<file path="src/rtl/fl_pkg.sv">
`timescale 1ns/1ps
// Shared constants and the decoded configuration type for the fastlock
// current timer. Field positions are fixed by the latch word format.
package fl_pkg;
    localparam int CODE_W   = 3;
    localparam int TC_W     = 4;
    localparam int EN_BIT   = 9;
    localparam int MODE_BIT = 10;
    localparam int TC_LSB   = 11;
    localparam int PRI_LSB  = 15;
    localparam int SEC_LSB  = 18;
    localparam int CFG_TOP  = SEC_LSB + CODE_W - 1;

    typedef struct packed {
        logic              en;
        logic              timed;
        logic [TC_W-1:0]   tc;
        logic [CODE_W-1:0] pri;
        logic [CODE_W-1:0] sec;
    } fl_cfg_t;
endpackage

</file>
<file path="src/rtl/fl_cfg_reg.sv">
`timescale 1ns/1ps
// Configuration register: captures the function latch word on a write
// strobe and keeps the decoded fields. Assumes wr is a one-cycle strobe
// and that the word is at least CFG_TOP+1 bits wide.
module fl_cfg_reg
    import fl_pkg::*;
#(
    parameter int WORD_W = 24
) (
    input  logic              clk,
    input  logic              rst_n,
    input  logic              wr,
    input  logic [WORD_W-1:0] wr_data,
    output fl_cfg_t           cfg
);
    localparam int SPARE_W = WORD_W - CFG_TOP - 1;

    logic unused_bits;
    generate
        if (SPARE_W > 0) begin : g_spare
            assign unused_bits = ^{wr_data[EN_BIT-1:0], wr_data[WORD_W-1:CFG_TOP+1]};
        end else begin : g_nospare
            assign unused_bits = ^wr_data[EN_BIT-1:0];
        end
    endgenerate

    // Load the decoded fields on a write strobe.
    always_ff @(posedge clk) begin
        if (!rst_n) begin
            cfg <= '0;
        end else if (wr) begin
            cfg.en    <= wr_data[EN_BIT];
            cfg.timed <= wr_data[MODE_BIT];
            cfg.tc    <= wr_data[TC_LSB +: TC_W];
            cfg.pri   <= wr_data[PRI_LSB +: CODE_W];
            cfg.sec   <= wr_data[SEC_LSB +: CODE_W];
        end
    end


    cfg_hold_chk: assert property (@(posedge clk) disable iff (!rst_n)
        !wr |=> $stable(cfg));
endmodule

</file>
<file path="src/rtl/fl_timer.sv">
`timescale 1ns/1ps
// Timeout counter for the timed fastlock mode. It counts tick strobes
// while run is high and raises expire on the strobe that completes
// 3 + 4*tc counts. Assumes tick is a one-cycle strobe. A dropped run or
// a restart forces the count back to its load value of zero.
module fl_timer
    import fl_pkg::*;
#(
    parameter int TCW = TC_W
) (
    input  logic           clk,
    input  logic           rst_n,
    input  logic           run,
    input  logic           restart,
    input  logic           tick,
    input  logic [TCW-1:0] tc,
    output logic           expire
);
    localparam int LIM_MAX = 3 + 4 * ((1 << TCW) - 1);
    localparam int CNT_W   = $clog2(LIM_MAX + 1);

    logic [CNT_W-1:0] cnt;
    logic [CNT_W-1:0] last;

    // Index of the final strobe of the interval (limit minus one).
    always_comb last = CNT_W'(tc) * CNT_W'(4) + CNT_W'(2);

    // Expiry is flagged on the strobe that completes the interval.
    always_comb expire = run && tick && !restart && (cnt >= last);

    // Count strobes, or return to the load value.
    always_ff @(posedge clk) begin
        if (!rst_n) begin
            cnt <= '0;
        end else if (!run || restart || expire) begin
            cnt <= '0;
        end else if (tick) begin
            cnt <= cnt + 1'b1;
        end
    end


    tick_only_chk: assert property (@(posedge clk) disable iff (!rst_n)
        (run && !restart && !tick) |=> $stable(cnt));

    hold_load_chk: assert property (@(posedge clk) disable iff (!rst_n)
        !run |=> (cnt == '0));

    no_overflow_chk: assert property (@(posedge clk) disable iff (!rst_n)
        cnt <= CNT_W'(LIM_MAX - 1));
endmodule

</file>
<file path="src/rtl/fl_cur_sel.sv">
`timescale 1ns/1ps
// Current code selector: picks the secondary code while fastlock is
// enabled and the gain bit is set, otherwise the primary code. Purely
// combinational. Assumes its inputs come from registers.
module fl_cur_sel
    import fl_pkg::*;
(
    input  fl_cfg_t           cfg,
    input  logic              gain,
    output logic [CODE_W-1:0] code
);
    // Choose the active code.
    always_comb code = (cfg.en && gain) ? cfg.sec : cfg.pri;
endmodule

</file>
<file path="src/rtl/fastlock_cp_timer.sv">
`timescale 1ns/1ps
// Fastlock charge-pump current timer. It holds the configuration and the
// software-set gain bit. In the timed mode the gain bit is cleared once
// the programmed count of phase-detector strobes has elapsed. Assumes all
// write and tick inputs are one-cycle strobes synchronous to clk.
module fastlock_cp_timer
    import fl_pkg::*;
#(
    parameter int WORD_W = 24
) (
    input  logic              clk,
    input  logic              rst_n,
    input  logic              func_wr,
    input  logic [WORD_W-1:0] func_data,
    input  logic              fb_wr,
    input  logic              fb_gain,
    input  logic              pd_tick,
    input  logic              tmr_pwr_dn,
    output logic [CODE_W-1:0] cp_code,
    output logic              gain_bit
);
    fl_cfg_t cfg;
    logic    gain_q;
    logic    run;
    logic    restart;
    logic    expire;

    fl_cfg_reg #(.WORD_W(WORD_W)) u_cfg (
        .clk     (clk),
        .rst_n   (rst_n),
        .wr      (func_wr),
        .wr_data (func_data),
        .cfg     (cfg)
    );

    // Timer runs only in the enabled timed mode with the gain bit set.
    always_comb run     = cfg.en && cfg.timed && gain_q && !tmr_pwr_dn;
    always_comb restart = fb_wr && fb_gain;

    fl_timer #(.TCW(TC_W)) u_tmr (
        .clk     (clk),
        .rst_n   (rst_n),
        .run     (run),
        .restart (restart),
        .tick    (pd_tick),
        .tc      (cfg.tc),
        .expire  (expire)
    );

    // Gain bit: a software write wins, otherwise expiry clears it.
    always_ff @(posedge clk) begin
        if (!rst_n) begin
            gain_q <= 1'b0;
        end else if (fb_wr) begin
            gain_q <= fb_gain;
        end else if (expire) begin
            gain_q <= 1'b0;
        end
    end

    fl_cur_sel u_sel (
        .cfg  (cfg),
        .gain (gain_q),
        .code (cp_code)
    );

    always_comb gain_bit = gain_q;


    sw_set_chk: assert property (@(posedge clk) disable iff (!rst_n)
        $rose(gain_q) |-> $past(fb_wr && fb_gain));

    hw_clear_chk: assert property (@(posedge clk) disable iff (!rst_n)
        $fell(gain_q) |-> ($past(fb_wr && !fb_gain) || $past(expire)));

    manual_hold_chk: assert property (@(posedge clk) disable iff (!rst_n)
        (cfg.en && !cfg.timed && gain_q && !fb_wr) |=> gain_q);

    prim_only_chk: assert property (@(posedge clk) disable iff (!rst_n)
        !cfg.en |-> (cp_code == cfg.pri));
endmodule

</file>
<file path="config.mk">
export PLATFORM = sky130hd
export DESIGN_NAME = fastlock_cp_timer
export DESIGN_NICKNAME = d
export VERILOG_FILES = /design/src/rtl/fl_pkg.sv /design/src/rtl/fl_cfg_reg.sv /design/src/rtl/fl_timer.sv /design/src/rtl/fl_cur_sel.sv /design/src/rtl/fastlock_cp_timer.sv
export SDC_FILE = /design/constraint.sdc
export NUM_CORES = 1
export LEC_CHECK = 0
export BUFFER_PORTS_ARGS = -buffer_cell sky130_fd_sc_hd__buf_2
export CORE_ASPECT_RATIO = 1.1
export CORE_MARGIN = 1
export CORE_UTILIZATION = 51
export CTS_CLUSTER_SIZE = 14
export DETAILED_ROUTE_END_ITERATION = 10
export PLACE_DENSITY = 0.86
export SYNTH_ARGS = -nofsm -noshare
export SYNTH_HDL_FRONTEND = slang
export SYNTH_HIERARCHICAL = 1
export SYNTH_SLANG_ARGS = --single-unit
export TNS_END_PERCENT = 50
</file>
<file path="constraint.sdc">
create_clock -name clk -period 4.4 [get_ports clk]
set_input_delay 0.66 -clock clk [delete_from_list [all_inputs] [get_ports clk]]
set_output_delay 0.66 -clock clk [all_outputs]
set_load 0.05 [all_outputs]
</file>
### After elaboration in Yosys (flattened, before gate mapping)

Cells that the tools add are included.

| word-level totals | value |
|---|---|
| flip-flop bits (word level) | 19 |
| bits of input ports | 31 |
| word-level logic and storage cells | 29 |

| operators by class | value |
|---|---|
| $add $sub $neg | 2 |
| magnitude comparators | 1 |
| muxes and demuxes | 3 |
| bitwise gates (word level) | 1 |
| reductions and logical operators | 15 |

Operator list:

| operator | count |
|---|---|
| logical AND 1 bit | 8 |
| adder 6 x 1 -> 6 bit (second input constant) | 1 |
| adder 6 x 2 -> 6 bit (second input constant) | 1 |
| >= comparator 6 bit | 1 |
| logical NOT 1 bit | 3 |
| 2-to-1 mux 3 bit | 1 |
| logical OR 1 bit | 2 |
| 2-to-1 mux 1 bit | 2 |
| nonzero test 2 bit | 1 |
| OR reduction 2 bit | 1 |
| NOT 1 bit | 1 |

### Logic depth before layout (Yosys ltp)

| depth | value |
|---|---|
| word-level depth | 8 |
| gate-level depth with buffers | 8 |

### By module

Netlist, hierarchy kept.

Modules (own cells, without submodules):

| module | instances | cells an instance | area an instance (µm²) |
|---|---|---|---|
| fl_cfg_reg | 1 | 38 | 450.4 |
| fl_timer | 1 | 45 | 411.6 |
| fastlock_cp_timer | 1 | 5 | 53.8 |
| fl_cur_sel | 1 | 4 | 51.3 |

### Least setup slack after synthesis

Ideal clock, no wire load.

| timing path | value |
|---|---|
| kind | register to output |
| from | register gain_q (netlist: gain_bit) |
| to | output cp_code[0] |
| data arrival time | 1,217 ps |
| data required time | 3,740 ps |
| path slack | 2,523 ps |
| stages on the path, launching flop included | 3 |
| buffers on the path | 0 |
| path through | dfxtp_1 nand2_2 mux2_4 |

| on the way | value |
|---|---|
| word-level cells in the longest chain between the ends | 2 |

RTL lines:

| element | line | RTL |
|---|---|---|
| start, declared | fastlock_cp_timer.sv:23 | `logic gain_q;` |
| start signal, assigned | fastlock_cp_timer.sv:55 | `gain_q <= fb_gain;` |
| logical AND 1 bit | fl_cur_sel.sv:13 | `always_comb code = (cfg.en && gain) ? cfg.sec : cfg.pri;` |
| 2-to-1 mux 3 bit | fl_cur_sel.sv:13 |  |
| end, declared | fastlock_cp_timer.sv:19 | `output logic [CODE_W-1:0] cp_code,` |

Every way passes these cells.

### Worst setup path after layout

Same ends and word-level chain as after synthesis.

==> results.sh <==
export IMPL_status="finished with violations"
export IMPL_violations="design-rule violations"
export IMPL_clock_fmax_ghz=0.499
export IMPL_insertion_delay_ps=290
export IMPL_place_gp_congestion=0.763
export IMPL_grt_max_degree=15
export IMPL_yosysWarnings=6
export IMPL_drive_gt1_share_pct=30.4
export IMPL_synth_most_common_cell="dfxtp_1"
export IMPL_slew_headroom_pct=77.2
export IMPL_worst_endpoint_arrival_ps=1340
export IMPL_start_util_pct=54.3
export IMPL_antenna_found_initial=0
export IMPL_post_cts_setup_buffers=0
export IMPL_drcViolationCount=2
export IMPL_dp_cells=129
export IMPL_layout_setup_ws_ps=2400
export IMPL_cts_sinks=19
export IMPL_cts_root_buf="clkbuf_4"
export IMPL_crit_fanout=4
export IMPL_routed_wl_um=1660
export IMPL_final_nets=153
export IMPL_num_vias=695
export IMPL_synth_ff_type="dfxtp_1"
export IMPL_antenna_cells=0
export IMPL_portBuffers=22
export IMPL_first_pass_iters=6
export IMPL_fin_crit_sh_pct=45.5
export IMPL_ys_ff_latch=19
export IMPL_crit_buf_inv=1
export IMPL_fin_skew_ps=6.89
export IMPL_syn_inst=92
export IMPL_tns_ps=0
export IMPL_dieArea_um2=2070
export IMPL_final_antenna_net_count=0
export IMPL_netlist_top_cells_count="dfxtp_1 (19), mux2i_1 (12), nor2b_1 (12)"
export IMPL_critPathLaunchType="register"
export IMPL_rows=16
export IMPL_hold_path_cell_count=2
export IMPL_min_delay_start="u_cfg/cfg[2]$_SDFFE_PN0P_"
export IMPL_clk_pin_slew_worst_paths_ps=100
export IMPL_met2_usage_pct=37.6
export IMPL_worst_pin_slew_ps=342
export IMPL_path_delay_family="flip-flops"
export IMPL_synth_distinct_cells=28
export IMPL_grt_ovfl_total=0
export IMPL_crit_path_top_delay_cell="dfxtp_1"
export IMPL_hold_violations=0
export IMPL_critPathKind="reg2out"
export IMPL_yosys_area_top_type="dfxtp_1"
export IMPL_holdBufCountCts=0
export IMPL_ys_async_sr_fraction_pct=0
export IMPL_r2r_cells=8
export IMPL_cts_tree="done"
export IMPL_ios=35
export IMPL_hp_class="reg2reg"
export IMPL_path_cells="nand2_2 -> mux2_4 -> buf_2"
export IMPL_slowest_delay_ps=390
export IMPL_core_area_um2=1780
export IMPL_post_drt_wl_per_cell_um=12.4
export IMPL_drv_slew=0
export IMPL_busiest_layer="met2"
export IMPL_yosys_area_top_type_share_pct=39.3
export IMPL_r2r_slack_ps=2780
export IMPL_dp_hpwl_um=1270
export IMPL_cp_end_kind="output port"
export IMPL_r2r_end="gain_bit$_SDFFE_PN0P_"
export IMPL_post_cts_resized=0
export IMPL_r2r_start="u_cfg/cfg[7]$_SDFFE_PN0P_"
export IMPL_max_vdd_ir_drop_mv=0.219
export IMPL_final_min_clock_period_ps=2000
export IMPL_syn_area_um2=967
export IMPL_use_met3_pct=3.40
export IMPL_htreeDepth=1
export IMPL_p_leak_nw=0.503
export IMPL_synth_edf_count=0
export IMPL_syn2layout_area_growth_pct=14.1
export IMPL_pre_cts_ws_ps=2730
export IMPL_setup_viol=0
export IMPL_cellPowerDensity_nw_per_um2=284
export IMPL_synth_avg_cell_area_um2=10.5
export IMPL_drv_cap=0
export IMPL_die_h_um=47.7
export IMPL_grt_pass1_wl_um=2770
export IMPL_yosysSeqAreaShare_pct=39.3
export IMPL_placed_cell_area_um2=1080
export IMPL_drtIter0Drc=11
export IMPL_grt_usage_pct=18.7
export IMPL_fin_area_um2=1100
export IMPL_first_global_vias=691
export IMPL_rsz0062_at_grt="no"
export IMPL_finalNonFillerCells=133
export IMPL_required_ps=3740
export IMPL_avgViaCountPerCell=5.23
export IMPL_gr_usage_met1_pct=18.5
export IMPL_hold_path_end="u_cfg/cfg[2]$_SDFFE_PN0P_"
export IMPL_dieWidth_um=43.5
export IMPL_synth_area_top_cells="dfxtp_1 (39%), mux2i_1 (12%), ha_1 (7.8%)"
export IMPL_clockBufferDepth=2
export IMPL_synth_fp_nets=129
export IMPL_cts_buffers=3
tightest hold or removal path: cells and delay by family (launching register included):
kind             cells  cell delay [ps]
DFF                  1              340
muxes                1               60
and+or+nand+nor      1               90
state kept, by name, summed over array words and instances (netlist names):
signal / flops
u_cfg/cfg: 12
u_tmr/cnt: 6
gain_bit: 1
how the worst max path moves through the flow:
| stage | startpoint | to | slack (ps) | cells after the start |
|---|---|---|---|---|
| 3_5_place_dp | tmr_pwr_dn | u_tmr/cnt[1]$_SDFFE_PP0P_ | 2730 | 5 |
| 3_3_place_gp | tmr_pwr_dn | u_tmr/cnt[1]$_SDFFE_PP0P_ | 2740 | 5 |
| 6_report | gain_bit$_SDFFE_PN0P_ | cp_code[0] | 2400 | 3 |
| 2_1_floorplan | gain_bit$_SDFFE_PN0P_ | cp_code[0] | 2520 | 2 |
| 5_1_grt | gain_bit$_SDFFE_PN0P_ | cp_code[1] | 2320 | 3 |
| 4_1_cts | gain_bit$_SDFFE_PN0P_ | cp_code[0] | 2390 | 3 |
power by group:
group	switching, mW	internal [mW]	leakage, nW
combinational	0.0234	0.0211	0.333
sequential	0.00399	0.179	0.156
clock	0.0503	0.0353	0.0150
kinds of logic after synthesis:
logic type | count (synthesis) | synth area share (%)
muxes | 15 | 17.1
AOI/OAI and AO/OA | 8 | 8.41
DFF | 19 | 39.3
buffers and inverters | 8 | 4.27
and+or+nand+nor | 31 | 18.6
adders and majority gates | 6 | 7.76
xor gates and xnor gates | 5 | 4.53
placed cells by master, fill, tap and decap left out, drive strengths merged, types with 2 or more instances in the layout:
master  count
nor2        7
mux2i      12
nand4       2
clkbuf      4
inv         5
buf        22
xor2        3
nor2b      12
ha          6
dfxtp      19
a21oi       2
xnor2       2
mux2        3
nand2       4
final cells by class:
type	count	area, µm²
fill	165	678
multi-input combinational	65	546
clock buffer	4	26.3
inverter	5	18.8
sequential	19	380
timing repair buffer	22	110
tap	18	22.5
metrics by stage:
step	total power [mW]	util, %	hold WS, ps
3_3_place_gp	0.230	60.5	491
5_1_grt	0.329	61.9	569
2_1_floorplan	0.219	-	475
3_5_place_dp	0.232	60.5	507
6_report	0.313	61.9	526
4_1_cts	0.318	61.9	536
per-layer routing:
layer | share of wire [%] | vias to the layer above | wire, µm
met3 | 2.2 | 2 | 36
met5 | 0 | - | 0
met1 | 44 | 320 | 735
met2 | 52 | 15 | 864
li1 | - | 358 | -
met4 | 1.1 | 0 | 19
(Power assumes the default switching activity.)
